<file path="src/rtl/tpwm_pkg.sv">
package tpwm_pkg;
    localparam int PWM_CNT_W = 16;
    localparam int PWM_PS_W  = 8;
    localparam int PWM_NCMP  = 8;

    localparam int A_CTRL     = 0;
    localparam int A_PRESC    = 1;
    localparam int A_PER_LO   = 2;
    localparam int A_PER_HI   = 3;
    localparam int A_CMP_EN   = 4;
    localparam int A_IRQ_CLR  = 5;
    localparam int A_CMP_BASE = 8;

    localparam int PWM_ADDR_W = $clog2(A_CMP_BASE + 2 * PWM_NCMP);

    typedef enum logic [0:0] {
        ST_IDLE = 1'b0,
        ST_RUN  = 1'b1
    } run_state_e;

    typedef struct packed {
        logic irq_en;
        logic init_lvl;
        logic run;
    } ctrl_t;
endpackage

</file>
<file path="src/rtl/tpwm_regs.sv">
module tpwm_regs
    import tpwm_pkg::*;
#(
    parameter int NCMP    = PWM_NCMP,
    parameter int CNT_W   = PWM_CNT_W,
    parameter int PS_W    = PWM_PS_W,
    parameter int ADDR_W  = PWM_ADDR_W,
    parameter int CHAN_W  = 3,
    parameter int CHAN_ID = 0
) (
    input  logic                        clk,
    input  logic                        rst_n,
    input  logic                        wr_en,
    input  logic [CHAN_W-1:0]           wr_chan,
    input  logic [ADDR_W-1:0]           wr_addr,
    input  logic [7:0]                  wr_data,
    output ctrl_t                       ctrl_o,
    output logic [PS_W-1:0]             presc_o,
    output logic [CNT_W-1:0]            period_o,
    output logic [NCMP-1:0]             cmp_en_o,
    output logic [NCMP-1:0][CNT_W-1:0]  cmp_o,
    output logic                        irq_clr_o
);
    localparam int HI_W = CNT_W - 8;

    logic sel;
    assign sel = wr_en && (wr_chan == CHAN_W'(CHAN_ID));

    // The clear strobe is decoded from the bus directly so it acts in the write cycle.
    assign irq_clr_o = sel && (wr_addr == ADDR_W'(A_IRQ_CLR)) && wr_data[0];

    always_ff @(posedge clk or negedge rst_n) begin
        if (!rst_n) begin
            ctrl_o   <= '0;
            presc_o  <= '0;
            period_o <= '0;
            cmp_en_o <= '0;
            cmp_o    <= '0;
        end else if (sel) begin
            if (wr_addr == ADDR_W'(A_CTRL))   ctrl_o               <= ctrl_t'(wr_data[2:0]);
            if (wr_addr == ADDR_W'(A_PRESC))  presc_o              <= wr_data[PS_W-1:0];
            if (wr_addr == ADDR_W'(A_PER_LO)) period_o[7:0]        <= wr_data;
            if (wr_addr == ADDR_W'(A_PER_HI)) period_o[CNT_W-1:8]  <= wr_data[HI_W-1:0];
            if (wr_addr == ADDR_W'(A_CMP_EN)) cmp_en_o             <= wr_data[NCMP-1:0];
            for (int k = 0; k < NCMP; k++) begin
                if (wr_addr == ADDR_W'(A_CMP_BASE + 2 * k))
                    cmp_o[k][7:0] <= wr_data;
                if (wr_addr == ADDR_W'(A_CMP_BASE + 2 * k + 1))
                    cmp_o[k][CNT_W-1:8] <= wr_data[HI_W-1:0];
            end
        end
    end
endmodule

</file>
<file path="src/rtl/tpwm_prescaler.sv">
module tpwm_prescaler #(
    parameter int PS_W = 8
) (
    input  logic            clk,
    input  logic            rst_n,
    input  logic            clear,
    input  logic [PS_W-1:0] div,
    output logic            tick
);
    logic [PS_W-1:0] cnt_q;

    assign tick = !clear && (cnt_q == div);

    always_ff @(posedge clk or negedge rst_n) begin
        if (!rst_n)           cnt_q <= '0;
        else if (clear)       cnt_q <= '0;
        else if (cnt_q == div) cnt_q <= '0;
        else                  cnt_q <= cnt_q + 1'b1;
    end
endmodule

</file>
<file path="src/rtl/tpwm_cmp_bank.sv">
module tpwm_cmp_bank #(
    parameter int NCMP  = 8,
    parameter int CNT_W = 16
) (
    input  logic [CNT_W-1:0]           probe,
    input  logic [CNT_W-1:0]           limit,
    input  logic [NCMP-1:0]            en,
    input  logic [NCMP-1:0][CNT_W-1:0] vals,
    output logic                       parity
);
    logic [NCMP-1:0] hit;

    for (genvar k = 0; k < NCMP; k++) begin : g_cmp
        assign hit[k] = en[k] && (vals[k] == probe) && (vals[k] <= limit);
    end

    // Matching comparators are XORed, so equal values cancel each other.
    assign parity = ^hit;
endmodule

</file>
<file path="src/rtl/tpwm_channel.sv">
module tpwm_channel
    import tpwm_pkg::*;
#(
    parameter int NCMP    = PWM_NCMP,
    parameter int CNT_W   = PWM_CNT_W,
    parameter int PS_W    = PWM_PS_W,
    parameter int ADDR_W  = PWM_ADDR_W,
    parameter int CHAN_W  = 3,
    parameter int CHAN_ID = 0
) (
    input  logic              clk,
    input  logic              rst_n,
    input  logic              wr_en,
    input  logic [CHAN_W-1:0] wr_chan,
    input  logic [ADDR_W-1:0] wr_addr,
    input  logic [7:0]        wr_data,
    output logic              pwm_out,
    output logic              irq
);
    // Live register values
    ctrl_t                      ctrl;
    logic [PS_W-1:0]            presc_live;
    logic [CNT_W-1:0]           per_live;
    logic [NCMP-1:0]            en_live;
    logic [NCMP-1:0][CNT_W-1:0] cmp_live;
    logic                       irq_clr;

    // Shadow values used while running
    logic [PS_W-1:0]            ps_sh;
    logic [CNT_W-1:0]           per_sh;
    logic [NCMP-1:0]            en_sh;
    logic [NCMP-1:0][CNT_W-1:0] cmp_sh;

    run_state_e       st_q, st_d;
    logic [CNT_W-1:0] cnt_q;
    logic             out_q;
    logic             irq_stat;
    logic             tick;
    logic             par_zero, par_next;
    logic             start, wrap, step, load;

    tpwm_regs #(
        .NCMP(NCMP), .CNT_W(CNT_W), .PS_W(PS_W), .ADDR_W(ADDR_W),
        .CHAN_W(CHAN_W), .CHAN_ID(CHAN_ID)
    ) u_regs (
        .clk       (clk),
        .rst_n     (rst_n),
        .wr_en     (wr_en),
        .wr_chan   (wr_chan),
        .wr_addr   (wr_addr),
        .wr_data   (wr_data),
        .ctrl_o    (ctrl),
        .presc_o   (presc_live),
        .period_o  (per_live),
        .cmp_en_o  (en_live),
        .cmp_o     (cmp_live),
        .irq_clr_o (irq_clr)
    );

    tpwm_prescaler #(.PS_W(PS_W)) u_presc (
        .clk   (clk),
        .rst_n (rst_n),
        .clear ((st_q != ST_RUN) || !ctrl.run),
        .div   (ps_sh),
        .tick  (tick)
    );

    // Comparators against counter zero, using the values about to become shadows.
    tpwm_cmp_bank #(.NCMP(NCMP), .CNT_W(CNT_W)) u_cmp_zero (
        .probe  ('0),
        .limit  (per_live),
        .en     (en_live),
        .vals   (cmp_live),
        .parity (par_zero)
    );

    // Comparators against the next counter value, using the active shadows.
    tpwm_cmp_bank #(.NCMP(NCMP), .CNT_W(CNT_W)) u_cmp_next (
        .probe  (cnt_q + 1'b1),
        .limit  (per_sh),
        .en     (en_sh),
        .vals   (cmp_sh),
        .parity (par_next)
    );

    assign start = (st_q == ST_IDLE) && ctrl.run;
    assign wrap  = (st_q == ST_RUN) && ctrl.run && tick && (cnt_q == per_sh);
    assign step  = (st_q == ST_RUN) && ctrl.run && tick && (cnt_q != per_sh);
    assign load  = start || wrap;

    // State register
    always_ff @(posedge clk or negedge rst_n) begin
        if (!rst_n) st_q <= ST_IDLE;
        else        st_q <= st_d;
    end

    // Transitions: START, STOP (WRAP stays in ST_RUN)
    always_comb begin
        st_d = st_q;
        unique case (st_q)
            ST_IDLE: if (ctrl.run)  st_d = ST_RUN;
            ST_RUN:  if (!ctrl.run) st_d = ST_IDLE;
            default: st_d = ST_IDLE;
        endcase
    end

    // Counter, output level, shadows and interrupt flag
    always_ff @(posedge clk or negedge rst_n) begin
        if (!rst_n) begin
            cnt_q    <= '0;
            out_q    <= 1'b0;
            ps_sh    <= '0;
            per_sh   <= '0;
            en_sh    <= '0;
            cmp_sh   <= '0;
            irq_stat <= 1'b0;
        end else begin
            if (load) begin
                ps_sh  <= presc_live;
                per_sh <= per_live;
                en_sh  <= en_live;
                cmp_sh <= cmp_live;
            end
            unique case (st_q)
                ST_IDLE: begin
                    cnt_q <= '0;
                    out_q <= ctrl.init_lvl ^ (ctrl.run & par_zero);
                end
                ST_RUN: begin
                    if (!ctrl.run) begin
                        cnt_q <= '0;
                        out_q <= ctrl.init_lvl;
                    end else if (wrap) begin
                        cnt_q <= '0;
                        out_q <= ctrl.init_lvl ^ par_zero;
                    end else if (step) begin
                        cnt_q <= cnt_q + 1'b1;
                        out_q <= out_q ^ par_next;
                    end
                end
                default: begin
                    cnt_q <= '0;
                    out_q <= ctrl.init_lvl;
                end
            endcase
            if (wrap)         irq_stat <= 1'b1;
            else if (irq_clr) irq_stat <= 1'b0;
        end
    end

    assign pwm_out = out_q;
    assign irq     = irq_stat && ctrl.irq_en;
endmodule

</file>
<file path="config.mk">
export PLATFORM = sky130hd
export DESIGN_NAME = tpwm_channel
export DESIGN_NICKNAME = d
export VERILOG_FILES = /design/src/rtl/tpwm_pkg.sv /design/src/rtl/tpwm_regs.sv /design/src/rtl/tpwm_prescaler.sv /design/src/rtl/tpwm_cmp_bank.sv /design/src/rtl/tpwm_channel.sv
export SDC_FILE = /design/constraint.sdc
export NUM_CORES = 1
export LEC_CHECK = 0
export ABC_AREA = 1
export CAP_MARGIN = 20
export CORE_ASPECT_RATIO = 1.4
export CORE_UTILIZATION = 37
export CTS_CLUSTER_SIZE = 30
export DETAILED_ROUTE_END_ITERATION = 12
export GPL_TIMING_DRIVEN = 0
export SYNTH_ARGS = -nofsm -noshare
export SYNTH_HDL_FRONTEND = slang
export SYNTH_SLANG_ARGS = --single-unit
</file>
<file path="constraint.sdc">
create_clock -name clk -period 2.25 [get_ports clk]
set_input_delay 0.675 -clock clk [delete_from_list [all_inputs] [get_ports clk]]
set_output_delay 0.675 -clock clk [all_outputs]
set_load 0.01 [all_outputs]
</file>
* Word level (Yosys, flattened, before mapping) *
Index checks and enable logic that the tools add are counted.

cells by class
  add/subtract/negate cells = 2
  $lt $le $gt $ge = 16
  eq/ne operators = 33
  multiplexer cells = 13
  bitwise gates (word level) = 5
  reduce and logical (&&, ||, !) cells = 80

operator list
  operator                 number
  $le A16 B16 Y1           16
  $eq A16 B16 Y1           9
  $logic_not A16 Y1        8
  $mux W16                 3
  $logic_and A1 B1 Y1      42
  $reduce_and A2 Y1        21
  $eq A5 B4 Y1 const B     8
  $eq A5 B5 Y1 const B     8
  $pmux W16 S2             1
  $add A16 B1 Y16 const B  1
  $mux W8                  2
  $ne A16 B16 Y1           1
  $reduce_xor A8 Y1        2
  $eq A5 B2 Y1 const B     2
  $eq A5 B3 Y1 const B     2
  $add A8 B1 Y8 const B    1
  $eq A8 B8 Y1             1
  $mux W1                  6
  $eq A5 B1 Y1 const B     1
  $logic_not A5 Y1         1
  $ne A4 B4 Y1 const B     1
  $logic_not A3 Y1         1
  $xor A1 B1 Y1            3
  $logic_not A1 Y1         2
  other kinds (5)          6

word-level totals
  bits in registers = 350
  input port bits = 19
  output and inout port bits = 2
  word-level logic and storage cells = 188

* Longest topological paths before layout *
  depth in word-level cells = 10
  depth in mapped cells = 24
  depth with buffers taken out = 24

* Modules after synthesis *
Synthesis repeated with hierarchy kept, for this count alone.

second synthesis, totals
  cell total of the unflattened synthesis = 3598
  area total of the unflattened synthesis = 25384.3 um2

by module, submodules not included
  module          times used  cells each  area each (um2)  seq. area each (um2)
  tpwm_cmp_bank   2           893         5067.4           0.0
  tpwm_channel    1           884         7623.6           4479.3
  tpwm_regs       1           817         7000.5           4078.9
  tpwm_prescaler  1           111         625.6            200.2

* Least setup slack after synthesis *
OpenSTA, ideal clock, no wires.

  path type = register to register
  from = register cnt_q[1]
  to = register out_q (netlist: pwm_out)
  setup time = 121 ps
  arrival = 2322 ps
  data required time = 2129 ps
  slack = -193 ps
  stages on the path, launching flop included = 20
  path buffers = 1
  period minus slack after synthesis = 2443 ps
  cell sequence = dfrtp_1 ha_1 clkbuf_1 inv_1 a21oi_1 nand3_1 nor2_1 nand3_1 nor2_1 nand2_1 nor2_2 nand2_1 nor2_2 nor2_1 nor2_1 nand3_1 nand3_1 nand3_1 nand2_1 a21oi_2

between the ends
  word-level cells in the longest chain between the ends = 10
  elaborated cells between the ends (all ways) = 36
  classes of those cells = 1 x add/sub; 11 x eq/ne; 4 x mux; 1 x bitwise; 19 x reduce/logical

ends and longest elaborated chain
  item                              line                 source
  from (decl)                       tpwm_channel.sv:35   logic [CNT_W-1:0] cnt_q;
  from (signal assigned)            tpwm_channel.sv:137  cnt_q <= cnt_q + 1'b1;
  $add A16 B1 Y16                   tpwm_channel.sv:79   .probe (cnt_q + 1'b1),
  $eq A16 B16 Y1                    tpwm_cmp_bank.sv:14  assign hit[k] = en[k] && (vals[k] == probe) && (vals[k] <= limit);
  $logic_and A1 B1 Y1 (2 in a row)  tpwm_cmp_bank.sv:14
  $reduce_xor A8 Y1                 tpwm_cmp_bank.sv:18  assign parity = ^hit;
  $xor A1 B1 Y1                     tpwm_channel.sv:138  out_q <= out_q ^ par_next;
  $mux W1                           tpwm_channel.sv:136  end else if (step) begin
  $mux W1                           tpwm_channel.sv:133  end else if (wrap) begin
  $mux W1                           tpwm_channel.sv:130  if (!ctrl.run) begin
  $pmux W1 S2                       tpwm_channel.sv:124  unique case (st_q)
  to (signal assigned)              tpwm_channel.sv:132  out_q <= ctrl.init_lvl;
  to (signal assigned)              tpwm_channel.sv:135  out_q <= ctrl.init_lvl ^ par_zero;
  to (signal assigned)              tpwm_channel.sv:138
  to (decl)                         tpwm_channel.sv:36   logic out_q;

Several ways; a longest one is shown, not always the timed one. The select of a mux whose other input is x is not followed.
A chain may end at the register's enable or synchronous reset.

* Worst setup path in the final report *
  from = register per_sh[6]
  to = register out_q (netlist: pwm_out)

between the ends
  word-level cells in the longest chain between the ends = 8
  elaborated cells between the ends (all ways) = 27
  classes of those cells = 8 x order compare; 3 x eq/ne; 4 x mux; 1 x bitwise; 11 x reduce/logical

ends and longest elaborated chain
  item                    line                 source
  from (decl)             tpwm_channel.sv:30   logic [CNT_W-1:0] per_sh;
  from (signal assigned)  tpwm_channel.sv:120  per_sh <= per_live;
  $le A16 B16 Y1          tpwm_cmp_bank.sv:14
  $logic_and A1 B1 Y1     tpwm_cmp_bank.sv:14
  $reduce_xor A8 Y1       tpwm_cmp_bank.sv:18
  $xor A1 B1 Y1           tpwm_channel.sv:138
  $mux W1                 tpwm_channel.sv:136
  $mux W1                 tpwm_channel.sv:133
  $mux W1                 tpwm_channel.sv:130
  $pmux W1 S2             tpwm_channel.sv:124

Several ways; a longest one is shown, not always the timed one. The select of a mux whose other input is x is not followed.

==> results.cfg <==
[critical_path]
crit_arrival_ps = 3570
slowest_stage = nand4_1
cpPeakStageDelay_ps = 440
worstPathMaxFanout = 8
cp.required_ps = 2750
endpoint_kind = register
crit_chain = clkinvlp_4, ha_4, nand2_4, nor2_4, nand4_1, nor2_2, inv_1, nand2_1, nand3_1, nor2_1, nand2_1, nand2_1, nand2_2, nand2_2, inv_2, nor2_2, nand3_1, nand3_1, nand2_1, a21oi_2
startpoint_type = register
path_buf_inv = 3
path_class = register to register
critPathMostFrequentCell = nand2_1
critical_path.top_delay_family = simple AND/OR/NAND/NOR gates

[synth]
dominantRegCellSynth = dfrtp_1
yosys.area.top_type = dfrtp_1
seq_area_frac_synth_pct = 36.84
synth-edff-count = 0
synth_cells = 3312
netlist_top_cells_area = dfrtp_1 37%, nand2_1 17%, ha_1 14%
avgSynthCellArea_um2 = 7.179
syn_area_um2 = 23780
yosysWarnings = 0
syn_nets = 3589
netlist.area_leader.share_pct = 36.84
synth_cell_types = 46
synth_seq_cells = 350
ys_async_sr_fraction_pct = 100.0

[floorplanning]
row_count = 109
core_area_um2 = 63280
dieWidth_um = 216.2
start_util_pct = 37.57
io_pins = 21
dieArea_um2 = 65290
die-height_um = 301.9

[routing]
drtPass1Iterations = 7
drt-total-wl_um = 102000
antenna_left = 0
via_per_inst = 5.405
route.detailed.drc = 0
num_vias = 23516
routedWlPerCell_um = 23.45
drt_iter0_drc = 2051

[power]
powerDensity_nw_per_um2 = 763.4
leakage_nw = 14.29
ir_worst_vdd_v = 0.0006805
p_total_w = 0.02177

[clock_network]
cts_sinks = 350
clk_path_buf_depth = 3
numCtsBuffers = 39
htreeDepth = 2
clockRootBuffer = clkbuf_16
cts_tree = done
clk_latency_ps = 580
clk_pin_slew_ps = 60

[grt]
globalRoute.totalOverflow = 0
grt_max_degree = 115
grt_pass1_vias = 22377
grt_pass1_wl_um = 145800
grt_util_all_layers_pct = 31.11
antenna_found_initial = 0

[timing]
maxSlewViolCount = 0
layout_setup_ws_ps = -826.8
finalCritPeriodShare_pct = 136.7
worst_pin_slew_ps = 1024
fmax_ghz = 0.3250
fin_tns_setup_ps = -107840
finalClockSkew_ps = 14.97
fin_crit_ps = 3077
max-slew-margin-rel_pct = 31.75
rsz0062_at_grt = yes
finalHoldViolCount = 0
setup_viol = 237

[outcome]
outcome = complete, but fails checks
violations = setup timing

[min_path]
hold_class = register to register

[final_layout]
antenna_cells = 0
final_area_um2 = 28520
drive_above_1_share_pct = 12.96
layout_common_cells = 1055 x nand2_1, 358 x inv_1, 348 x o21ai_0
final_cells = 4351
nFillCells = 6591
syn_to_final_growth_pct = 19.95
nets = 3768
mostFrequentLayoutCell = nand2_1

[placed_design]
io_buffers = 20
postPlaceCellArea_um2 = 25160
post-place-ws_ps = -1857
dpl.cell_count = 4171
place_hpwl_um = 76980
gp_congestion = 1.003

[run]
max-cap-violations = 0
==> kinds of logic (layout without fill, tap and decap cells) <==
family	Yosys count	count (layout)	synth area share, %
xor gates and xnor gates	20	20	0.9787
adders and majority gates	258	258	13.58
muxes	2	2	0.09472
AOI/OAI and AO/OA	539	539	11.68
DFF	350	350	36.84
and+or+nand+nor	1668	1670	29.11
buffers and inverters	475	680	7.730
==> registers in the layout, indices dropped and copies added, names as in the netlist, 3 cells and up <==
name             cells
cmp_sh             128
u_regs.cmp_o       128
cnt_q               16
per_sh              16
u_regs.period_o     16
en_sh                8
ps_sh                8
u_presc.cnt_q        8
u_regs.cmp_en_o      8
u_regs.presc_o       8
u_regs.ctrl_o        3
==> Yosys cell counts, drive strengths merged (2+ instances only) <==
cell type,n
a21o,3
a21oi,150
buf,28
clkbuf,48
clkinv,3
dfrtp,350
ha,258
inv,396
mux2,2
nand2,1120
nand3,140
nand3b,6
nand4,60
nor2,289
nor3,37
nor4,13
o21a,5
o21ai,355
o21bai,7
o22ai,17
xnor2,5
xnor3,2
xor2,12
==> what timing repair did <==
item                                    4_1_cts  5_1_grt
pin swaps                                    16       45
hold buffers                                  1        0
buffers inserted                             65       41
endpoints found under the setup margin      312      304
cloned                                        2        3
resized for setup                           211      111
endpoints found under the hold margin        16        0
==> layer usage <==
layer  vias up  routed length [um]  share of wire (%)  GRT usage [%]
met3       337                5466                5.4          2.685
met2       926               47650                 47          51.60
met5         -                   0                  0              0
li1      11129                   -                  -              -
met4         0               11160                 11          29.36
met1     11124               37750                 37          35.43
==> per-stage QoR <==
step	hold slack, ps	util [%]
5_1_grt	449.3	45.07
4_1_cts	431.2	43.86
3_3_place_gp	407.5	39.58
2_1_floorplan	379.4	-
6_report	434.1	45.07
3_5_place_dp	416.4	39.76
==> cell type report <==
cell class                 count  area [um^2]  share of cell area [%]
multi-input combinational   2489        13880                   48.68
sequential                   350         8775                   30.77
inverter                     399         1607                   5.633
timing repair buffer         135         1239                   4.343
clock buffer                  49         1054                   3.694
tap                          832         1041                   3.650
buffer                        75        630.6                   2.211
clock inverter                20        276.5                  0.9696
timing repair inverter         2        15.01                 0.05265
==> path summary, 6_finish.rpt <==
check                                        startpoint  depth (start not counted)  slack, ps                               to
max reg2reg                       per_sh[6]$_DFFE_PN0P_                         20       -830              pwm_out$_DFFE_PN0P_
min reg2reg                u_regs.ctrl_o[0]$_DFFE_PN0P_                          0        430                   st_q$_DFF_PN0_
max in group asynchronous                         rst_n                          4        250  u_regs.period_o[11]$_DFFE_PN0P_
min in group asynchronous                         rst_n                          2        610     u_regs.cmp_o[82]$_DFFE_PN0P_
min                        u_regs.ctrl_o[0]$_DFFE_PN0P_                          0        430                   st_q$_DFF_PN0_
max                               per_sh[6]$_DFFE_PN0P_                         20       -830              pwm_out$_DFFE_PN0P_
==> where the power goes <==
group          total, W  switching (W)  leakage [nW]  internal, W
combinational   0.00716        0.00458          9.06      0.00258
clock           0.00694        0.00291         0.647      0.00403
sequential      0.00766       0.000730          4.58      0.00693
total            0.0218        0.00822          14.3       0.0135
No activity file was read; power rests on OpenSTA's default activity.
